==> src/rtl/frame_tx_pkg.sv <==
package frame_tx_pkg;

    // Kind of frame held in (or about to enter) the shift register.
    typedef enum logic [2:0] {
        FK_NONE  = 3'd0,
        FK_DATA  = 3'd1,
        FK_BREAK = 3'd2,
        FK_IDLE  = 3'd3,
        FK_MARK  = 3'd4
    } frame_kind_e;

    // Line level that a solid (non-data) frame carries for its whole length.
    function automatic logic solid_level(input frame_kind_e kind);
        return (kind == FK_BREAK) ? 1'b0 : 1'b1;
    endfunction

endpackage

==> src/rtl/frame_tx_holding.sv <==
module frame_tx_holding #(
    parameter int DATA_W = 9
) (
    input  logic              clk,
    input  logic              rst,
    input  logic              wr_stb,
    input  logic [DATA_W-1:0] wr_data,
    input  logic              take,
    output logic [DATA_W-1:0] hold_data,
    output logic              hold_empty
);

    always_ff @(posedge clk) begin
        if (rst) begin
            hold_data  <= '0;
            hold_empty <= 1'b1;
        end else if (wr_stb) begin
            // A write on the transfer tick wins: the old word has already
            // been copied into the shifter this cycle.
            hold_data  <= wr_data;
            hold_empty <= 1'b0;
        end else if (take) begin
            hold_empty <= 1'b1;
        end
    end

endmodule

==> src/rtl/frame_tx_sequencer.sv <==
module frame_tx_sequencer
    import frame_tx_pkg::*;
(
    input  logic        clk,
    input  logic        rst,
    input  logic        bit_tick,
    input  logic        tx_en,
    input  logic        brk_req,
    input  logic        hold_empty,
    input  logic        busy,
    input  logic        last,
    output logic        start,
    output frame_kind_e next_kind,
    output logic        take
);

    logic en_d;
    logic idle_owed;
    logic mark_owed;
    logic slot;
    logic rise;
    logic rise_ok;
    logic idle_req;

    // A frame boundary: line quiet, or the final bit of a frame ends now.
    assign slot     = bit_tick && (!busy || last);
    assign rise     = tx_en && !en_d;
    // An enable edge that arrives while the stop bit is on the line is lost.
    assign rise_ok  = rise && !(busy && last);
    assign idle_req = idle_owed || rise_ok;

    always_comb begin
        next_kind = FK_NONE;
        if (tx_en) begin
            if (idle_req) begin
                next_kind = FK_IDLE;
            end else if (brk_req) begin
                next_kind = FK_BREAK;
            end else if (mark_owed) begin
                next_kind = FK_MARK;
            end else if (!hold_empty) begin
                next_kind = FK_DATA;
            end
        end
    end

    assign start = slot && (next_kind != FK_NONE);
    assign take  = slot && (next_kind == FK_DATA);

    always_ff @(posedge clk) begin
        if (rst) begin
            en_d      <= 1'b0;
            idle_owed <= 1'b0;
            mark_owed <= 1'b0;
        end else begin
            en_d <= tx_en;
            if (slot) begin
                idle_owed <= 1'b0;
                mark_owed <= (next_kind == FK_BREAK);
            end else if (rise_ok) begin
                idle_owed <= 1'b1;
            end
        end
    end

endmodule

==> src/rtl/frame_tx_shifter.sv <==
module frame_tx_shifter
    import frame_tx_pkg::*;
#(
    parameter int DATA_W    = 9,
    parameter bit PARITY_EN = 1'b0
) (
    input  logic              clk,
    input  logic              rst,
    input  logic              bit_tick,
    input  logic              start,
    input  frame_kind_e       start_kind,
    input  logic              long_frame,
    input  logic [DATA_W-1:0] data,
    output logic              busy,
    output logic              last,
    output frame_kind_e       cur_kind,
    output logic              txd
);

    localparam int FRAME_W = DATA_W + 2;
    localparam int CNT_W   = $clog2(FRAME_W + 1);

    logic [FRAME_W-1:0] sr;
    logic [FRAME_W-1:0] load_img;
    logic [CNT_W-1:0]   left;
    logic [CNT_W-1:0]   load_len;
    logic [DATA_W-1:0]  payload;

    generate
        if (PARITY_EN) begin : g_parity
            always_comb begin
                payload = data;
                if (long_frame) begin
                    payload[DATA_W-1] = ^data[DATA_W-2:0];
                end else begin
                    payload[DATA_W-2] = ^data[DATA_W-3:0];
                end
            end
        end else begin : g_plain
            assign payload = data;
        end
    endgenerate

    always_comb begin
        load_img = {FRAME_W{solid_level(start_kind)}};
        load_len = long_frame ? CNT_W'(FRAME_W) : CNT_W'(FRAME_W - 1);
        case (start_kind)
            FK_DATA: begin
                load_img[0] = 1'b0;
                for (int i = 0; i < DATA_W; i++) begin
                    if (long_frame || (i < DATA_W - 1)) begin
                        load_img[i+1] = payload[i];
                    end
                end
            end
            FK_MARK: load_len = CNT_W'(1);
            default: ;
        endcase
    end

    always_ff @(posedge clk) begin
        if (rst) begin
            sr       <= '1;
            left     <= '0;
            cur_kind <= FK_NONE;
        end else if (start) begin
            sr       <= load_img;
            left     <= load_len;
            cur_kind <= start_kind;
        end else if (bit_tick && busy) begin
            sr   <= {1'b1, sr[FRAME_W-1:1]};
            left <= left - CNT_W'(1);
            if (last) begin
                cur_kind <= FK_NONE;
            end
        end
    end

    assign busy = (left != '0);
    assign last = (left == CNT_W'(1));
    assign txd  = busy ? sr[0] : 1'b1;

endmodule

==> src/rtl/frame_tx.sv <==
module frame_tx
    import frame_tx_pkg::*;
#(
    parameter int DATA_W    = 9,
    parameter bit PARITY_EN = 1'b0
) (
    input  logic              clk,
    input  logic              rst,
    input  logic              tx_en,
    input  logic              brk_req,
    input  logic              long_frame,
    input  logic              wr_stb,
    input  logic [DATA_W-1:0] wr_data,
    input  logic              bit_tick,
    output logic              txd,
    output logic              tdr_empty
);

    logic [DATA_W-1:0] hold_data;
    logic              take;
    logic              seq_start;
    frame_kind_e       seq_kind;
    logic              sh_busy;
    logic              sh_last;
    frame_kind_e       sh_kind;

    frame_tx_holding #(.DATA_W(DATA_W)) i_holding (
        .clk        (clk),
        .rst        (rst),
        .wr_stb     (wr_stb),
        .wr_data    (wr_data),
        .take       (take),
        .hold_data  (hold_data),
        .hold_empty (tdr_empty)
    );

    frame_tx_sequencer i_sequencer (
        .clk        (clk),
        .rst        (rst),
        .bit_tick   (bit_tick),
        .tx_en      (tx_en),
        .brk_req    (brk_req),
        .hold_empty (tdr_empty),
        .busy       (sh_busy),
        .last       (sh_last),
        .start      (seq_start),
        .next_kind  (seq_kind),
        .take       (take)
    );

    frame_tx_shifter #(.DATA_W(DATA_W), .PARITY_EN(PARITY_EN)) i_shifter (
        .clk        (clk),
        .rst        (rst),
        .bit_tick   (bit_tick),
        .start      (seq_start),
        .start_kind (seq_kind),
        .long_frame (long_frame),
        .data       (hold_data),
        .busy       (sh_busy),
        .last       (sh_last),
        .cur_kind   (sh_kind),
        .txd        (txd)
    );

endmodule

==> config.mk <==
export PLATFORM = sky130hd
export DESIGN_NAME = frame_tx
export DESIGN_NICKNAME = d
export VERILOG_FILES = /design/src/rtl/frame_tx_pkg.sv /design/src/rtl/frame_tx_holding.sv /design/src/rtl/frame_tx_sequencer.sv /design/src/rtl/frame_tx_shifter.sv /design/src/rtl/frame_tx.sv
export SDC_FILE = /design/constraint.sdc
export NUM_CORES = 1
export LEC_CHECK = 0
export BUFFER_PORTS_ARGS = -buffer_cell sky130_fd_sc_hd__buf_2
export CAP_MARGIN = 20
export CORE_MARGIN = 4
export CORE_UTILIZATION = 28
export DETAILED_ROUTE_END_ITERATION = 8
export GPL_TIMING_DRIVEN = 0
export SLEW_MARGIN = 10
export SYNTH_ARGS = -nofsm -noshare
export SYNTH_HDL_FRONTEND = slang
export SYNTH_HIERARCHICAL = 1
export SYNTH_SLANG_ARGS = --single-unit
==> constraint.sdc <==
create_clock -name clk -period 5.3 [get_ports clk]
set_clock_uncertainty 0.2 [all_clocks]
set_input_delay 0.53 -clock clk [delete_from_list [all_inputs] [get_ports clk]]
set_output_delay 0.53 -clock clk [all_outputs]
set_load 0.03 [all_outputs]
* After elaboration in Yosys (flattened, before gate mapping)
Index checks and enable logic that the tools add are counted.
Storage, ports and cells: bits of input ports 16, logic and storage cells 46, bits in registers 28, output and inout bits 2
Operators by class: eq/ne operators 4, mux-type cells 17, reductions and logical operators 17, $add $sub $neg 1
Operator list (number):
- $mux 11 | 2
- $mux 3 | 4
- $mux 4 | 3
- $mux 10 | 1
- $logic_and 1x1->1 | 7
- $mux 1 | 7
- $eq 4x1->1 const B | 1
- $reduce_bool 2->1 | 2
- $reduce_bool 4->1 | 1
- $sub 4x1->4 const B | 1
- $eq 3x1->1 const B | 1
- $eq 3x2->1 const B | 1
- $eq 3x3->1 const B | 1
- $logic_not 1->1 | 3
- $reduce_bool 3->1 | 1
- $logic_or 1x1->1 | 2
- $reduce_or 2->1 | 1

* Depth between registers and ports, before layout
Gate-level depths: netlist of the first run.
word-level depth 12, mapped depth 12, mapped depth without buffers 10

* Modules after synthesis
The synthesis of the first run kept the hierarchy.
By module, submodules not included:
- frame_tx_shifter | sequential area each 360.3 sq um, area each 1117.3 sq um, cells an instance 125, times used 1
- frame_tx_holding | sequential area each 200.2 sq um, area each 351.6 sq um, cells an instance 32, times used 1
- frame_tx_sequencer | sequential area each 60.1 sq um, area each 220.2 sq um, cells an instance 22, times used 1

* Worst setup path before layout of the first run
No wires, ideal clock.
path kind register to register, from register i_shifter.left[0], to register i_shifter.sr[0], slack 2.279 ns, library setup time 0.127 ns, arrival 2.694 ns, stages on the path, launching flop included 13, buffers on the path 3, clock period less this slack 3.021 ns, data required time 4.973 ns, path through dfxtp_1 > inv_1 > ha_1 > or3b_1 > buf_6 > buf_6 > a21oi_2 > nor2_1 > a31oi_1 > or3b_2 > buf_2 > a21oi_1 > a211oi_2
Between the ends: elaborated cells between the ends (all ways) 20, classes of those cells eq/ne: 3; mux: 5; reduce/logical: 12
RTL lines:
- start: declaration | RTL line frame_tx_shifter.sv:25 | logic [CNT_W-1:0] left;
- start signal: assignment | RTL line frame_tx_shifter.sv:68 | left <= load_len;
- start signal: assignment | RTL line frame_tx_shifter.sv:72 | left <= left - CNT_W'(1);
- $reduce_bool 4->1 * | RTL line frame_tx_shifter.sv:79 | assign busy = (left != '0);
- named net sh_busy | RTL line frame_tx.sv:23 | logic sh_busy;
- $logic_and 1x1->1 | RTL line frame_tx_sequencer.sv:29 | assign rise_ok = rise && !(busy && last);
- $logic_not 1->1 | RTL line frame_tx_sequencer.sv:29
- $logic_and 1x1->1 | RTL line frame_tx_sequencer.sv:29
- $logic_or 1x1->1 | RTL line frame_tx_sequencer.sv:30 | assign idle_req = idle_owed || rise_ok;
- $mux 3 | RTL line frame_tx_sequencer.sv:35 | if (idle_req) begin
- $mux 3 | RTL line frame_tx_sequencer.sv:34 | if (tx_en) begin
- $reduce_bool 3->1 | RTL line frame_tx_sequencer.sv:47 | assign start = slot && (next_kind != FK_NONE);
- $logic_and 1x1->1 * | RTL line frame_tx_sequencer.sv:47
- named net seq_start | RTL line frame_tx.sv:21 | logic seq_start;
- $mux 11 / $reduce_bool 2->1 (equally long branches)
- end signal: assignment | RTL line frame_tx_shifter.sv:67 | sr <= load_img;
- end signal: assignment | RTL line frame_tx_shifter.sv:71 | sr <= {1'b1, sr[FRAME_W-1:1]};
- end: declaration | RTL line frame_tx_shifter.sv:23 | logic [FRAME_W-1:0] sr;
Mark *: on every way through the listed nets, which the timed path passes. The rest lies on a longest branch. A chain may end at the register's enable or synchronous reset.

* Final worst setup path of the first run
from register i_shifter.left[0], to register i_shifter.sr[3]
Between the ends: cells in the longest elaborated chain, start to end 11, elaborated cells between the ends (all ways) 20, classes of those cells eq/ne: 3; mux: 5; reduce/logical: 12
RTL lines:
- $reduce_bool 4->1 * | RTL line frame_tx_shifter.sv:79
- named net sh_busy | RTL line frame_tx.sv:23
- $logic_and 1x1->1 * | RTL line frame_tx_sequencer.sv:29
- $logic_not 1->1 * | RTL line frame_tx_sequencer.sv:29
- $logic_and 1x1->1 * | RTL line frame_tx_sequencer.sv:29
- $logic_or 1x1->1 * | RTL line frame_tx_sequencer.sv:30
- $mux 3 * | RTL line frame_tx_sequencer.sv:35
- $mux 3 * | RTL line frame_tx_sequencer.sv:34
- named net seq_kind[0] | RTL line frame_tx.sv:22 | frame_kind_e seq_kind;
- $eq 3x2->1 | RTL line frame_tx_pkg.sv:14 | return (kind == FK_BREAK) ? 1'b0 : 1'b1;
- $mux 1 | RTL line frame_tx_pkg.sv:14
- $mux 10 | RTL line frame_tx_shifter.sv:47 | case (start_kind)
- $mux 11 | RTL line frame_tx_shifter.sv:66 | end else if (start) begin
Marked as above.

==> results of run 1 <==
[worst register-to-register path, delay by kind of cell (launching register included)]
kind	cells	cell delay (ns)
and+or+nand+nor	2	0.82
AOI/OAI and AO/OA	5	1.04
DFF	1	0.36
buffers and inverters	4	0.70
adders and majority gates	1	0.14
[report_power, final]
part | switching [uW] | leakage (uW) | internal [uW]
sequential | 27.2 | 0.000230 | 245
combinational | 167 | 0.000414 | 131
clock | 67.3 | 0.0000357 | 101
[metal layers]
| metal | share of wire | global-route usage | routed length, um |
|---|---|---|---|
| met1 | 0.52 | 0.1340 | 1609 |
| met2 | 0.45 | 0.1707 | 1382 |
| met3 | 0.030 | 0.02711 | 91 |
| met4 | 0 | 0.009804 | 0 |
| met5 | 0 | 0 | 0 |
[layout by cell type (no fill, tap or decap), types with 2 or more instances in the layout]
master and n:
dfxtp_1 28, buf_6 4, ha_1 3, nand2b_1 5, or3b_2 10, nor2_1 24
a31oi_1 2, nand4b_1 3, clkbuf_1 6, clkbuf_8 3, a21boi_0 2, buf_2 19
inv_1 3, a211oi_1 14, mux2i_1 10, a211oi_2 10, a21oi_1 13, o21bai_1 2
[flip-flops by register name, indices dropped and copies added (netlist names)]
signal / flops
i_shifter/sr: 11
i_holding/hold_data: 9
i_shifter/left: 4
i_holding/hold_empty: 1
i_sequencer/en_d: 1
i_sequencer/idle_owed: 1
i_sequencer/mark_owed: 1
[final cells by class]
class,instances,share of cell area
buffer,14,0.04792
clock buffer,3,0.02292
clock inverter,1,0.01667
inverter,3,0.006250
multi-input combinational,118,0.5021
sequential,28,0.3111
tap,70,0.04861
timing repair buffer,16,0.04444
[worst max path at each step]
| stage | startpoint | to | cells past startpoint |
|---|---|---|---|
| finish | i_shifter/left[0]$_SDFFE_PP0P_ | i_shifter/sr[3]$_SDFFE_PP1P_ | 12 |
| CTS | i_shifter/left[0]$_SDFFE_PP0P_ | i_shifter/sr[3]$_SDFFE_PP1P_ | 12 |
| detailed placement | i_shifter/left[0]$_SDFFE_PP0P_ | i_shifter/sr[3]$_SDFFE_PP1P_ | 12 |
| global placement | i_shifter/left[0]$_SDFFE_PP0P_ | i_shifter/sr[3]$_SDFFE_PP1P_ | 12 |
| floorplan | i_shifter/left[0]$_SDFFE_PP0P_ | i_shifter/sr[5]$_SDFFE_PP1P_ | 12 |
| global route | i_shifter/left[0]$_SDFFE_PP0P_ | i_shifter/sr[4]$_SDFFE_PP1P_ | 12 |
[stage by stage]
step	area, um2	hold slack [ns]	util	power, uW	worst slack [ns]
floorplan	1563	0.2527	-	512.0	2.340
global placement	1730	0.2746	0.3283	574.3	1.979
detailed placement	1730	0.2804	0.3283	577.3	1.920
CTS	1802	0.2750	0.3419	748.0	1.902
global route	1802	0.2959	0.3419	796.2	1.658
finish	1802	0.2781	0.3419	739.4	1.942
==> impl_metrics.ini, run 1 <==
[final_layout]
regArea_um2 = 560.5
layout.cells.non_filler = 253
drive_gt1_frac = 0.3005
multi_input_area_um2 = 904.6
n_antenna_cell = 0
syn_to_final_growth_pct = 15.29
nets = 203
nFillCells = 566

[worst_setup_path]
crit_chain = inv_1, ha_1, or3b_1, buf_6, buf_6, a21oi_2, a21oi_1, a21boi_0, clkbuf_1, or3b_2, a21oi_1, a211oi_2
reg2reg_depth = 12
start_kind = flop
r2r-start = i_shifter/left[0]$_SDFFE_PP0P_
crit_path_max_incr_delay_ns = 0.47
r2r_slack_ns = 1.94
arrival_ns = 3.33
regToRegEndpoint = i_shifter/sr[3]$_SDFFE_PP1P_
crit_family = compound AO/OA/AOI/OAI gates
cp-end-kind = flop
crit_slowest_cell = or3b_2
cp_max_fo = 12
worstSetupPathType = reg -> reg
required_ns = 5.27
cp.buffers_inverters = 4

[placed_design]
post-dp-hpwl_mm = 2.322
place_congestion = 0.7488
io_buffers = 16
place_inst = 249

[drt]
first_iter_violations = 53
route.detailed.drc = 0
ant_nets = 0
firstDrtPassIters = 4
viasPerCell = 4.787
dr_total_vias = 1211
wire_per_inst_um = 12.19
routed_wl_mm = 3.084

[cts]
path_clk_slew_ns = 0.10
numCtsBuffers = 3
cts.sinks = 28
postCtsSetupRepairBufs = 0
clk_latency_ns = 0.28
cts_hold_buf = 0
cts_root_buffer = clkbuf_8
htreeDepth = 1
clock_path_buffers = 2
cts_tree = built
post_cts_resized = 0

[global_route]
grt_first_pass_wirelength_mm = 5.520
antenna_found_initial = 0
grt_pass1_vias = 1242
grt_use_total = 0.1013
overflow = 0
grt_max_degree = 17

[yosys]
ys_warn_count = 6
syn_area_per_cell_um2 = 9.587
syn_area_um2 = 1563
netlist_instances = 163
synth_nets = 182

[timing]
finalHoldViolations = 0
maxSlewViolCount = 0
maxSlewHeadroom = 0.6833
setup_violations = 0
max_freq_ghz = 0.2978
fin_crit_sh = 0.6336
layout_min_cycle_time_ns = 3.358
worstMarginPinSlew_ns = 0.4728
rsz0062_at_grt = false
finalSetupTns_ns = 0

[floorplan]
die_h_um = 82.71
ios = 18
coreArea_um2 = 5270
rows = 26
start_util = 0.2965
die_w_um = 82.71
dieArea_um2 = 6840

[power_and_ir_drop]
p_leak_uw = 0.0006800
powerDensity_nw_per_um2 = 410.4
ir_drop_v = 0.0001508

[run_status]
outcome = complete, no violations

[job]
drv_cap = 0

[min_path]
min-delay-start = wr_data[3]
min_to = i_holding/hold_data[3]$_SDFFE_PP0P_
hp-class = in -> reg
holdPathStages = 3
(Power assumes the default switching activity.)
==> run 2: changes to the inputs <==
Clock period 5.3 ns to 3.3 ns, I/O delays scaled along.
==> impl_metrics.ini, run 2 (same netlist as run 1, synthesis figures left out) <==
[drt]
dr_total_vias = 1212
first_iter_violations = 45
wl_met3_um = 91
met1_length_mm = 1.611
met2_length_mm = 1.382
firstDrtPassIters = 4
ant_nets = 0
routed_wl_mm = 3.085
top_layer = met3
wire_per_inst_um = 12.19
viasPerCell = 4.791
route.detailed.drc = 0

[final_layout]
layout_common_cells = dfxtp_1 (28), nor2_1 (24), buf_2 (19), a211oi_1 (14), a21oi_1 (13)
final_cell_area_um2 = 1821
drive_gt1_frac = 0.3169
mostFrequentLayoutCell = dfxtp_1
n_antenna_cell = 0
nFillCells = 564
regMostFlops = i_shifter/sr
syn_to_final_growth_pct = 16.49
nets = 203
largest_register_ffs = 11
largestRegisters = i_shifter/sr x11, i_holding/hold_data x9, i_shifter/left x4
fin_util = 0.3454

[timing]
finalHoldViolations = 0
fin_crit_sh = 0.9361
layout_min_cycle_time_ns = 3.089
max_freq_ghz = 0.3237
maxSlewHeadroom = 0.6889
rsz0062_at_grt = false
setup_violations = 0
maxSlewViolCount = 0
worstMarginPinSlew_ns = 0.4666

[worst_setup_path]
cp-end-kind = flop
worstSetupPathType = reg -> reg
arrival_ns = 3.06
cp_max_fo = 12
required_ns = 3.27
start_kind = flop
r2r_slack_ns = 0.21

[power_and_ir_drop]
p_leak_uw = 0.0006863
powerDensity_nw_per_um2 = 659.5
ir_drop_v = 0.0002446
p_seq_frac = 0.365
p_sw_frac = 0.3567
p_sw_uw = 428.3
p_int_uw = 772.3
combPwrFrac = 0.409
power_frac_clock = 0.226

[global_route]
grt_use_total = 0.1013
grt_first_pass_wirelength_mm = 5.520
antenna_found_initial = 0
overflow = 0
grt_pass1_vias = 1242
grt_max_degree = 17

[floorplan]
coreArea_um2 = 5270
die_w_um = 82.71
ios = 18
dieArea_um2 = 6840
rows = 26
start_util = 0.2965
die_h_um = 82.71

[min_path]
hp-class = in -> reg

[cts]
htreeDepth = 1
path_clk_slew_ns = 0.10
cts_root_buffer = clkbuf_8
cts_tree = built
cts.sinks = 28
clk_latency_ns = 0.28
numCtsBuffers = 3
postCtsSetupRepairBufs = 0
clock_path_buffers = 2

[job]
drv_cap = 0

[placed_design]
dpl_cell_area_um2 = 1730
io_buffers = 16
place_congestion = 0.7488
post-dp-hpwl_mm = 2.322

[run_status]
outcome = complete, no violations
run 2: cell counts in the layout (fill, tap and decap cells not counted):
No cell type changed its count.
run 2: worst max-delay path: stages, from the launching register on:
cell and delay, ns:
dfxtp_1 0.36, inv_1 0.10, ha_1 0.14, or3b_1 0.35, buf_6 0.15, buf_6 0.15
a21oi_4 0.22, a21oi_1 0.14, and4b_2 0.27, or3b_2 0.46, buf_2 0.19, a21oi_1 0.20
a211oi_2 0.06
run 2: metrics by stage:
stage | power, uW | cells | setup WS, ns | hold slack (ns) | TNS [ns]
2_1_floorplan | 822.2 | 163 | 0.3400 | 0.2016 | 0
3_3_place_gp | 922.4 | 249 | -0.02120 | 0.2746 | -0.03302
3_5_place_dp | 927.2 | 249 | -0.07955 | 0.2804 | -0.3154
4_1_cts | 1202 | 253 | 0.004186 | 0.07503 | 0
5_1_grt | 1291 | 253 | 0.05222 | 0.09604 | 0
6_report | 1201 | 253 | 0.2109 | 0.07811 | 0
run 2: cell type report:
cell class                      count  area (um2)  share of cell area
Buffer                             14       87.58             0.04811
Clock buffer                        3       41.29             0.02268
Clock inverter                      1       30.03             0.01649
Inverter                            3       11.26            0.006186
Multi-Input combinational cell    118       922.1              0.5065
Sequential cell                    28       560.5              0.3079
Tap cell                           70       87.58             0.04811
Timing Repair Buffer               16       80.08             0.04399
run 2: final timing paths:
check	start	to	cells past startpoint
worst max-delay path	i_shifter/left[0]$_SDFFE_PP0P_	i_shifter/sr[3]$_SDFFE_PP1P_	12
worst min register to register	i_holding/hold_data[0]$_SDFFE_PP0P_	i_holding/hold_data[0]$_SDFFE_PP0P_	2
worst min-delay path	wr_data[3]	i_holding/hold_data[3]$_SDFFE_PP0P_	3
worst max register to register	i_shifter/left[0]$_SDFFE_PP0P_	i_shifter/sr[3]$_SDFFE_PP1P_	12
run 2: layer usage:
layer | up-vias | track usage
met2 | 11 | 0.1707
li1 | 645 | -
met5 | - | 0
met3 | 0 | 0.02711
met4 | 0 | 0.009804
met1 | 556 | 0.1340
run 2: power by group through the flow:
stage / Clock, uW / Sequential, uW / Combinational, uW
after global routing: 294 / 447 / 551
after detailed placement: 0 / 444 / 483
final: 271 / 438 / 492
after floorplan: 0 / 435 / 387
after CTS: 281 / 437 / 484
after global placement: 0 / 444 / 479
run 2: what timing repair did:
item                                    CTS  global route
hold buffers                              0             0
gates resized for setup                   1             5
endpoints found under the hold margin     0             0
endpoints found under the setup margin    7            10
